[config.mk]
export PLATFORM = sky130hd
export DESIGN_NAME = tmr_evt_ctrl
export DESIGN_NICKNAME = d
export VERILOG_FILES = /design/src/rtl/tmr_evt_pkg.sv /design/src/rtl/tmr_evt_mask.sv /design/src/rtl/tmr_evt_status.sv /design/src/rtl/tmr_evt_wake.sv /design/src/rtl/tmr_evt_ctrl.sv
export SDC_FILE = /design/constraint.sdc
export NUM_CORES = 1
export LEC_CHECK = 0
export ABC_AREA = 1
export CAP_MARGIN = 15
export CORE_UTILIZATION = 31
export DETAILED_ROUTE_END_ITERATION = 8
export MAX_ROUTING_LAYER = met4
export PLACE_DENSITY_LB_ADDON = 0.15
export SLEW_MARGIN = 30
export SYNTH_ARGS = -nofsm -noshare
export SYNTH_HDL_FRONTEND = slang
export SYNTH_SLANG_ARGS = --single-unit
[constraint.sdc]
create_clock -name clk -period 1.9 [get_ports clk]
set_clock_uncertainty 0.2 [all_clocks]
set_input_delay 0.285 -clock clk [delete_from_list [all_inputs] [get_ports clk]]
set_output_delay 0.285 -clock clk [all_outputs]
set_load 0.01 [all_outputs]
[src/rtl/tmr_evt_pkg.sv]
package tmr_evt_pkg;
  parameter int NUM_EVT = 3;
  parameter int REG_DW  = 32;
  parameter int REG_AW  = 2;

  localparam int EVT_MATCH = 0;
  localparam int EVT_OVF   = 1;
  localparam int EVT_CAPT  = 2;

  localparam logic [REG_AW-1:0] ADR_STAT = 2'd0;
  localparam logic [REG_AW-1:0] ADR_IEN  = 2'd1;
  localparam logic [REG_AW-1:0] ADR_WEN  = 2'd2;
endpackage

[src/rtl/tmr_evt_mask.sv]
module tmr_evt_mask #(
  parameter int NEVT = 3
) (
  input  logic            clk,
  input  logic            rst_n,
  input  logic            wr_i,
  input  logic [NEVT-1:0] wdata_i,
  output logic [NEVT-1:0] mask_o
);
  logic [NEVT-1:0] mask_q;

  always_ff @(posedge clk or negedge rst_n) begin
    if (!rst_n)    mask_q <= '0;
    else if (wr_i) mask_q <= wdata_i;
  end

  assign mask_o = mask_q;
endmodule

[src/rtl/tmr_evt_status.sv]
module tmr_evt_status #(
  parameter int NEVT     = 3,
  parameter int CAPT_BIT = 2
) (
  input  logic            clk,
  input  logic            rst_n,
  input  logic [NEVT-1:0] evt_i,
  input  logic [NEVT-1:0] ien_i,
  input  logic [NEVT-1:0] clr_i,
  output logic [NEVT-1:0] status_o,
  output logic            irq_o,
  output logic            restart_o
);
  logic [NEVT-1:0] status_q;
  logic [NEVT-1:0] status_d;
  logic            restart_q;

  // per-bit next state: a set from an enabled event overrides a clear
  for (genvar i = 0; i < NEVT; i++) begin : g_bit
    always_comb begin
      if (evt_i[i] && ien_i[i]) status_d[i] = 1'b1;
      else if (clr_i[i])        status_d[i] = 1'b0;
      else                      status_d[i] = status_q[i];
    end
  end

  always_ff @(posedge clk or negedge rst_n) begin
    if (!rst_n) begin
      status_q  <= '0;
      restart_q <= 1'b0;
    end else begin
      status_q  <= status_d;
      restart_q <= clr_i[CAPT_BIT];
    end
  end

  assign status_o  = status_q;
  assign irq_o     = |status_q;
  assign restart_o = restart_q;
endmodule

[src/rtl/tmr_evt_wake.sv]
module tmr_evt_wake #(
  parameter int NEVT = 3
) (
  input  logic            clk,
  input  logic            rst_n,
  input  logic [NEVT-1:0] evt_i,
  input  logic [NEVT-1:0] wen_i,
  output logic            wake_o
);
  logic wake_q;

  always_ff @(posedge clk or negedge rst_n) begin
    if (!rst_n) wake_q <= 1'b0;
    else        wake_q <= |(evt_i & wen_i);
  end

  assign wake_o = wake_q;
endmodule

[src/rtl/tmr_evt_ctrl.sv]
module tmr_evt_ctrl
  import tmr_evt_pkg::*;
#(
  parameter int NEVT = NUM_EVT,
  parameter int DW   = REG_DW,
  parameter int AW   = REG_AW
) (
  input  logic            clk,
  input  logic            rst_n,
  input  logic [NEVT-1:0] evt_i,
  input  logic            wr_en,
  input  logic [AW-1:0]   addr,
  input  logic [DW-1:0]   wdata,
  output logic [DW-1:0]   rdata,
  output logic            irq_o,
  output logic            wake_o,
  output logic            capt_restart_o
);
  localparam int PAD_W = DW - NEVT;

  logic [NEVT-1:0] ien_q;
  logic [NEVT-1:0] wen_q;
  logic [NEVT-1:0] status_q;
  logic [NEVT-1:0] clr_vec;
  logic            wr_stat;
  logic            wr_ien;
  logic            wr_wen;

  assign wr_stat = wr_en && (addr == ADR_STAT);
  assign wr_ien  = wr_en && (addr == ADR_IEN);
  assign wr_wen  = wr_en && (addr == ADR_WEN);
  assign clr_vec = wr_stat ? wdata[NEVT-1:0] : '0;

  tmr_evt_mask #(.NEVT(NEVT)) u_ien (
    .clk(clk), .rst_n(rst_n), .wr_i(wr_ien),
    .wdata_i(wdata[NEVT-1:0]), .mask_o(ien_q)
  );

  tmr_evt_mask #(.NEVT(NEVT)) u_wen (
    .clk(clk), .rst_n(rst_n), .wr_i(wr_wen),
    .wdata_i(wdata[NEVT-1:0]), .mask_o(wen_q)
  );

  tmr_evt_status #(.NEVT(NEVT), .CAPT_BIT(EVT_CAPT)) u_stat (
    .clk(clk), .rst_n(rst_n), .evt_i(evt_i), .ien_i(ien_q),
    .clr_i(clr_vec), .status_o(status_q), .irq_o(irq_o),
    .restart_o(capt_restart_o)
  );

  tmr_evt_wake #(.NEVT(NEVT)) u_wake (
    .clk(clk), .rst_n(rst_n), .evt_i(evt_i), .wen_i(wen_q),
    .wake_o(wake_o)
  );

  always_comb begin
    case (addr)
      ADR_STAT: rdata = {{PAD_W{1'b0}}, status_q};
      ADR_IEN:  rdata = {{PAD_W{1'b0}}, ien_q};
      ADR_WEN:  rdata = {{PAD_W{1'b0}}, wen_q};
      default:  rdata = '0;
    endcase
  end
endmodule

# [Word level (Yosys, flattened, before mapping)]
# Cells that the tools add are included.
[op_classes] div=0 n_mul=0 shifts=0 add_sub_neg=0 muxes=8 n_reduce_logical=12 n_eq_ne=2 bitwise_logic=1 magnitude_cmp=0
[op_table] operator="3-bit one-hot mux with 3 select lines" n=1
[op_table] operator="1-bit logical AND" n=6
[op_table] operator="1-bit 2-to-1 mux" n=6
[op_table] operator="2-bit nonzero test" n=3
[op_table] operator="3-bit OR reduction" n=2
[op_table] operator="3-bit bitwise AND" n=1
[op_table] operator="3-bit 2-to-1 mux" n=1
[op_table] operator="2-bit by 1-bit equality test with 1-bit output (second input constant)" n=1
[op_table] operator="2-bit equality test (second input constant)" n=1
[op_table] operator="2-bit zero test" n=1
[totals] out_inout_bits=35 ram_bits=0 inputBits=40 latch_bits=0 ff_bits=11 wordCells=30 romBits=0 memories=0

# [Logic depth before layout (Yosys ltp)]
# Gate-level depths: netlist of run 1.
[logic_depth] word_depth=5 depth_mapped=4 depth_no_buf=4

# [Cells and area by module]
# A second synthesis of run 1 with hierarchy kept.
[hier_totals] hier_cells=105 area_unflattened_um2=767.0
[modules_own_cells] module="tmr_evt_ctrl" seq_area_each_um2=0.0 area_each_um2=344.1 cells_per_inst=55 n_inst=1
[modules_own_cells] module="tmr_evt_mask" seq_area_each_um2=75.1 area_each_um2=112.6 cells_per_inst=13 n_inst=2
[modules_own_cells] module="tmr_evt_status" seq_area_each_um2=100.1 area_each_um2=156.4 cells_per_inst=19 n_inst=1
[modules_own_cells] module="tmr_evt_wake" seq_area_each_um2=25.0 area_each_um2=41.3 cells_per_inst=5 n_inst=1

# [Worst setup path before layout of run 1]
# Ideal clock, no wire load.
[synth_timing] kind="register to output" from="register u_stat.status_q[0] (netlist: u_stat.status_o[0])" to="output port irq_o" path_stages_with_launch=2 arrival_time_ns=0.773 setup_slack_ns=0.642 n_path_buf=0 required_ns=1.415 path_cell_list="dfrtp_1 -> or3_1"
[synth_via] elab_chain_len=1
[synth_rtl] item="start: declaration" line="tmr_evt_status.sv:14" text="logic [NEVT-1:0] status_q;"
[synth_rtl] item="start signal: assignment" line="tmr_evt_status.sv:32" text="status_q <= status_d;"
[synth_rtl] item="3-bit OR reduction" line="tmr_evt_status.sv:38" text="assign irq_o = |status_q;"
[synth_rtl] item="end: declaration" line="tmr_evt_ctrl.sv:15" text="output logic irq_o,"
# Every way passes these cells.

# [Worst setup path in the final report of run 1]
# Ends and elaborated chain as after synthesis.

==> reports/metrics.csv, run 1 <==
stage,metric,value,unit
worst_hold_path,Hold Path Class,in2async,
clock_network,clk buf depth,2,
sta,Final Hold Vio Count,0,
synth,post-synthesis register bit count,11,
pwr,PD cells,714,nW/µm²
detailed_routing,final WL,1370,µm
sta,RSZ-0062 raised after global routing,no,
cells_and_area,fin nets,158,
floorplanning,Die H,50.6,µm
clock_network,CTS tree,built,
cells_and_area,layout cell share with drive strength beyond 1,15.4,%
pwr,Leakage,0.503,nW
synth,top-area cell type share of the netlist area,37.7,%
pwr,VDD IR max,0.442,mV
clock_network,root buffer cell,clkbuf_4,
placed_design,placed cells,140,
sta,measured slew at the worst slew-check pin,507,ps
setup_path,Worst Path Arrival,1330,ps
sta,WHS,144,ps
grt,first-pass GRT wire length,2250,µm
synth,Syn Inst Count,91,
detailed_routing,Avg WL per Cell,9.45,µm
clock_network,H-tree Lvls,1,
placed_design,Routability Congestion,0.844,
status,status,"complete, no violations",
floorplanning,row count,17,
clock_network,"Clk Latency, worst-skew pair",270,ps
setup_path,Setup CP Type,reg2out,
setup_path,critical path capture point type,primary output,
synth,Netlist cell types,11,
clock_network,Post-CTS Hold Buffers,0,
grt,initial antenna violation count,0,
sta,min cycle time layout,1810,ps
floorplanning,Core Area,2210,µm²
clock_network,CTS sink count,11,
sta,pins over their slew limit,0,
synth,Synth area leader,dfrtp_1,
cells_and_area,diode count,0,
synth,ranking of synthesized cells by area,"dfrtp_1 (38%), buf_4 (30%), nand2_1 (11%)",
floorplanning,# IOs,75,
setup_path,CP Max Fanout,3,
detailed_routing,via count,565,
cells_and_area,Layout area overhead,23.1,%
detailed_routing,Routed Antenna Nets,0,
clock_network,TritonCTS Buffers,3,
floorplanning,chip width,50.6,µm
run,total of max-cap violations,0,
grt,Overall Global Routing Usage,12.8,%
placed_design,IO buf count,16,
sta,slew margin rel.,66.1,%
setup_path,Worst Setup Start Kind,flip-flop,
grt,total gr overflow,0,
setup_path,Worst EP required,1410,ps
sta,Peak Freq,552,MHz
synth,YS warnings,0,
sta,final period utilization,95.4,%
detailed_routing,Starting DRT DRC Count,10,
detailed_routing,via/cell ratio,3.90,
cells_and_area,layout filler cell count,236,
detailed_routing,DR DRC count,0,
synth,"Seq/Total Area, Yosys",37.7,%
clock_network,Worst-path clk slew,80,ps
detailed_routing,TritonRoute pass-1 iters,4,
synth,synthesized area,731,µm²
grt,number of global-route vias before repair,501,
floorplanning,total die area,2560,µm²
sta,final setup violation count,0,
synth,mean post-synth cell area,8.03,µm²
cells_and_area,Non-Filler Instances,145,
grt,largest net degree at the start of global routing,12,
placed_design,hpwl dp,1090,µm
floorplanning,starting density of the core,33.0,%
flip-flops by register name, indices dropped and copies added, names as in the netlist:
signal and flops:
u_ien.mask_o 3, u_stat.status_o 3, u_wen.mask_o 3, u_stat.restart_o 1
u_wake.wake_o 1
worst paths after layout:
kind	to	slack (ps)	start	cells after the start
worst min-delay path	u_stat.status_o[0]	140	rst_n	1
max in group asynchronous	u_ien.mask_o[1]	1010	rst_n	1
min in group clk	u_stat.restart_o	160	addr[0]	4
worst max register to register	u_ien.mask_o[0]	950	u_ien.mask_o[0]	3
worst max-delay path	irq_o	90	u_stat.status_o[0]	2
worst min register to register	u_stat.status_o[1]	300	u_stat.status_o[1]	2
repair_timing:
item	CTS	global route
setup endpoints to repair	4	3
resized for setup	7	4
buffers inserted	0	1
metal layers:
layer  vias up  routed length (µm)  GRT usage [%]
li1        286                   -              -
met3         2                  88           3.94
met5         -                   0              -
met1       248                 621           16.0
met2        29                 644           18.4
met4         0                  15           6.94
power breakdown:
group	internal, mW	switching [mW]	total, mW	leakage [nW]
clock network	0.0814	0.0852	0.167	0.0150
logic	0.0797	0.0930	0.173	0.357
registers	0.273	0.0306	0.303	0.131
per-stage QoR:
stage / worst slack (ps) / instance area (µm²) / power [mW] / TNS (ps) / utilization [%]
final: 86.9 / 900 / 0.643 / 0 / 40.7
after global routing: 35.6 / 900 / 0.689 / 0 / 40.7
after CTS: 8.06 / 890 / 0.646 / 0 / 40.2
after detailed placement: -289 / 858 / 0.479 / -859 / 38.8
after global placement: -270 / 858 / 0.480 / -796 / 38.8
after floorplan: 642 / 836 / 0.430 / 0 / -
critical path: stages, from the launching register on:
cell and delay (ps):
dfrtp_1 400, or3_1 360, dlygate4sd2_1 290
cells in the final DEF (no fill, tap or decap), drive strengths merged:
| master | count |
|---|---|
| conb | 29 |
| nand2 | 21 |
| nand3 | 15 |
| dfrtp | 11 |
| clkdlybuf4s50 | 10 |
| buf | 7 |
| o21ai | 6 |
| inv | 6 |
| clkbuf | 5 |
| dlymetal6s2s | 3 |
| nor2 | 1 |
| or3 | 1 |
| clkdlybuf4s15 | 1 |
| dlygate4sd2 | 1 |
kinds of logic (layout without fill, tap and decap cells):
kind of cell    after synthesis  count (layout)  synth area share (%)
compound gates                6               6                  4.11
buf+inv                      35              33                  32.9
flops                        11              11                  37.7
other cells                   1              29                 0.513
simple gates                 38              38                  24.8
area by class of cell:
type                       count  area, µm²  share of cell area, %
multi-input combinational     73        325                   36.2
sequential                    11        275                   30.6
timing repair buffer          23        215                   23.9
tap                           28       35.0                   3.89
clock buffer                   4       26.3                   2.92
inverter                       6       22.5                   2.50
Yosys cell counts:
master   count
conb_1       1
nand3_1     12
buf_4       29
o21ai_1      6
or3_1        1
nor2_2       1
dfrtp_1     11
nand2_1     21
nand3_2      3
inv_2        2
inv_1        4
Power figures use the tool's default switching activity.
==> inputs of run 2 (changes only) <==
--- a/config.mk
+++ b/config.mk
@@ -8,6 +8,7 @@
 export ABC_AREA = 1
 export CAP_MARGIN = 15
 export CORE_UTILIZATION = 31
+export CTS_CLUSTER_DIAMETER = 200
 export DETAILED_ROUTE_END_ITERATION = 8
 export MAX_ROUTING_LAYER = met4
 export PLACE_DENSITY_LB_ADDON = 0.15
==> results of run 2 <==
Same layout as run 1: the final DEF is identical, and so are final timing and power.
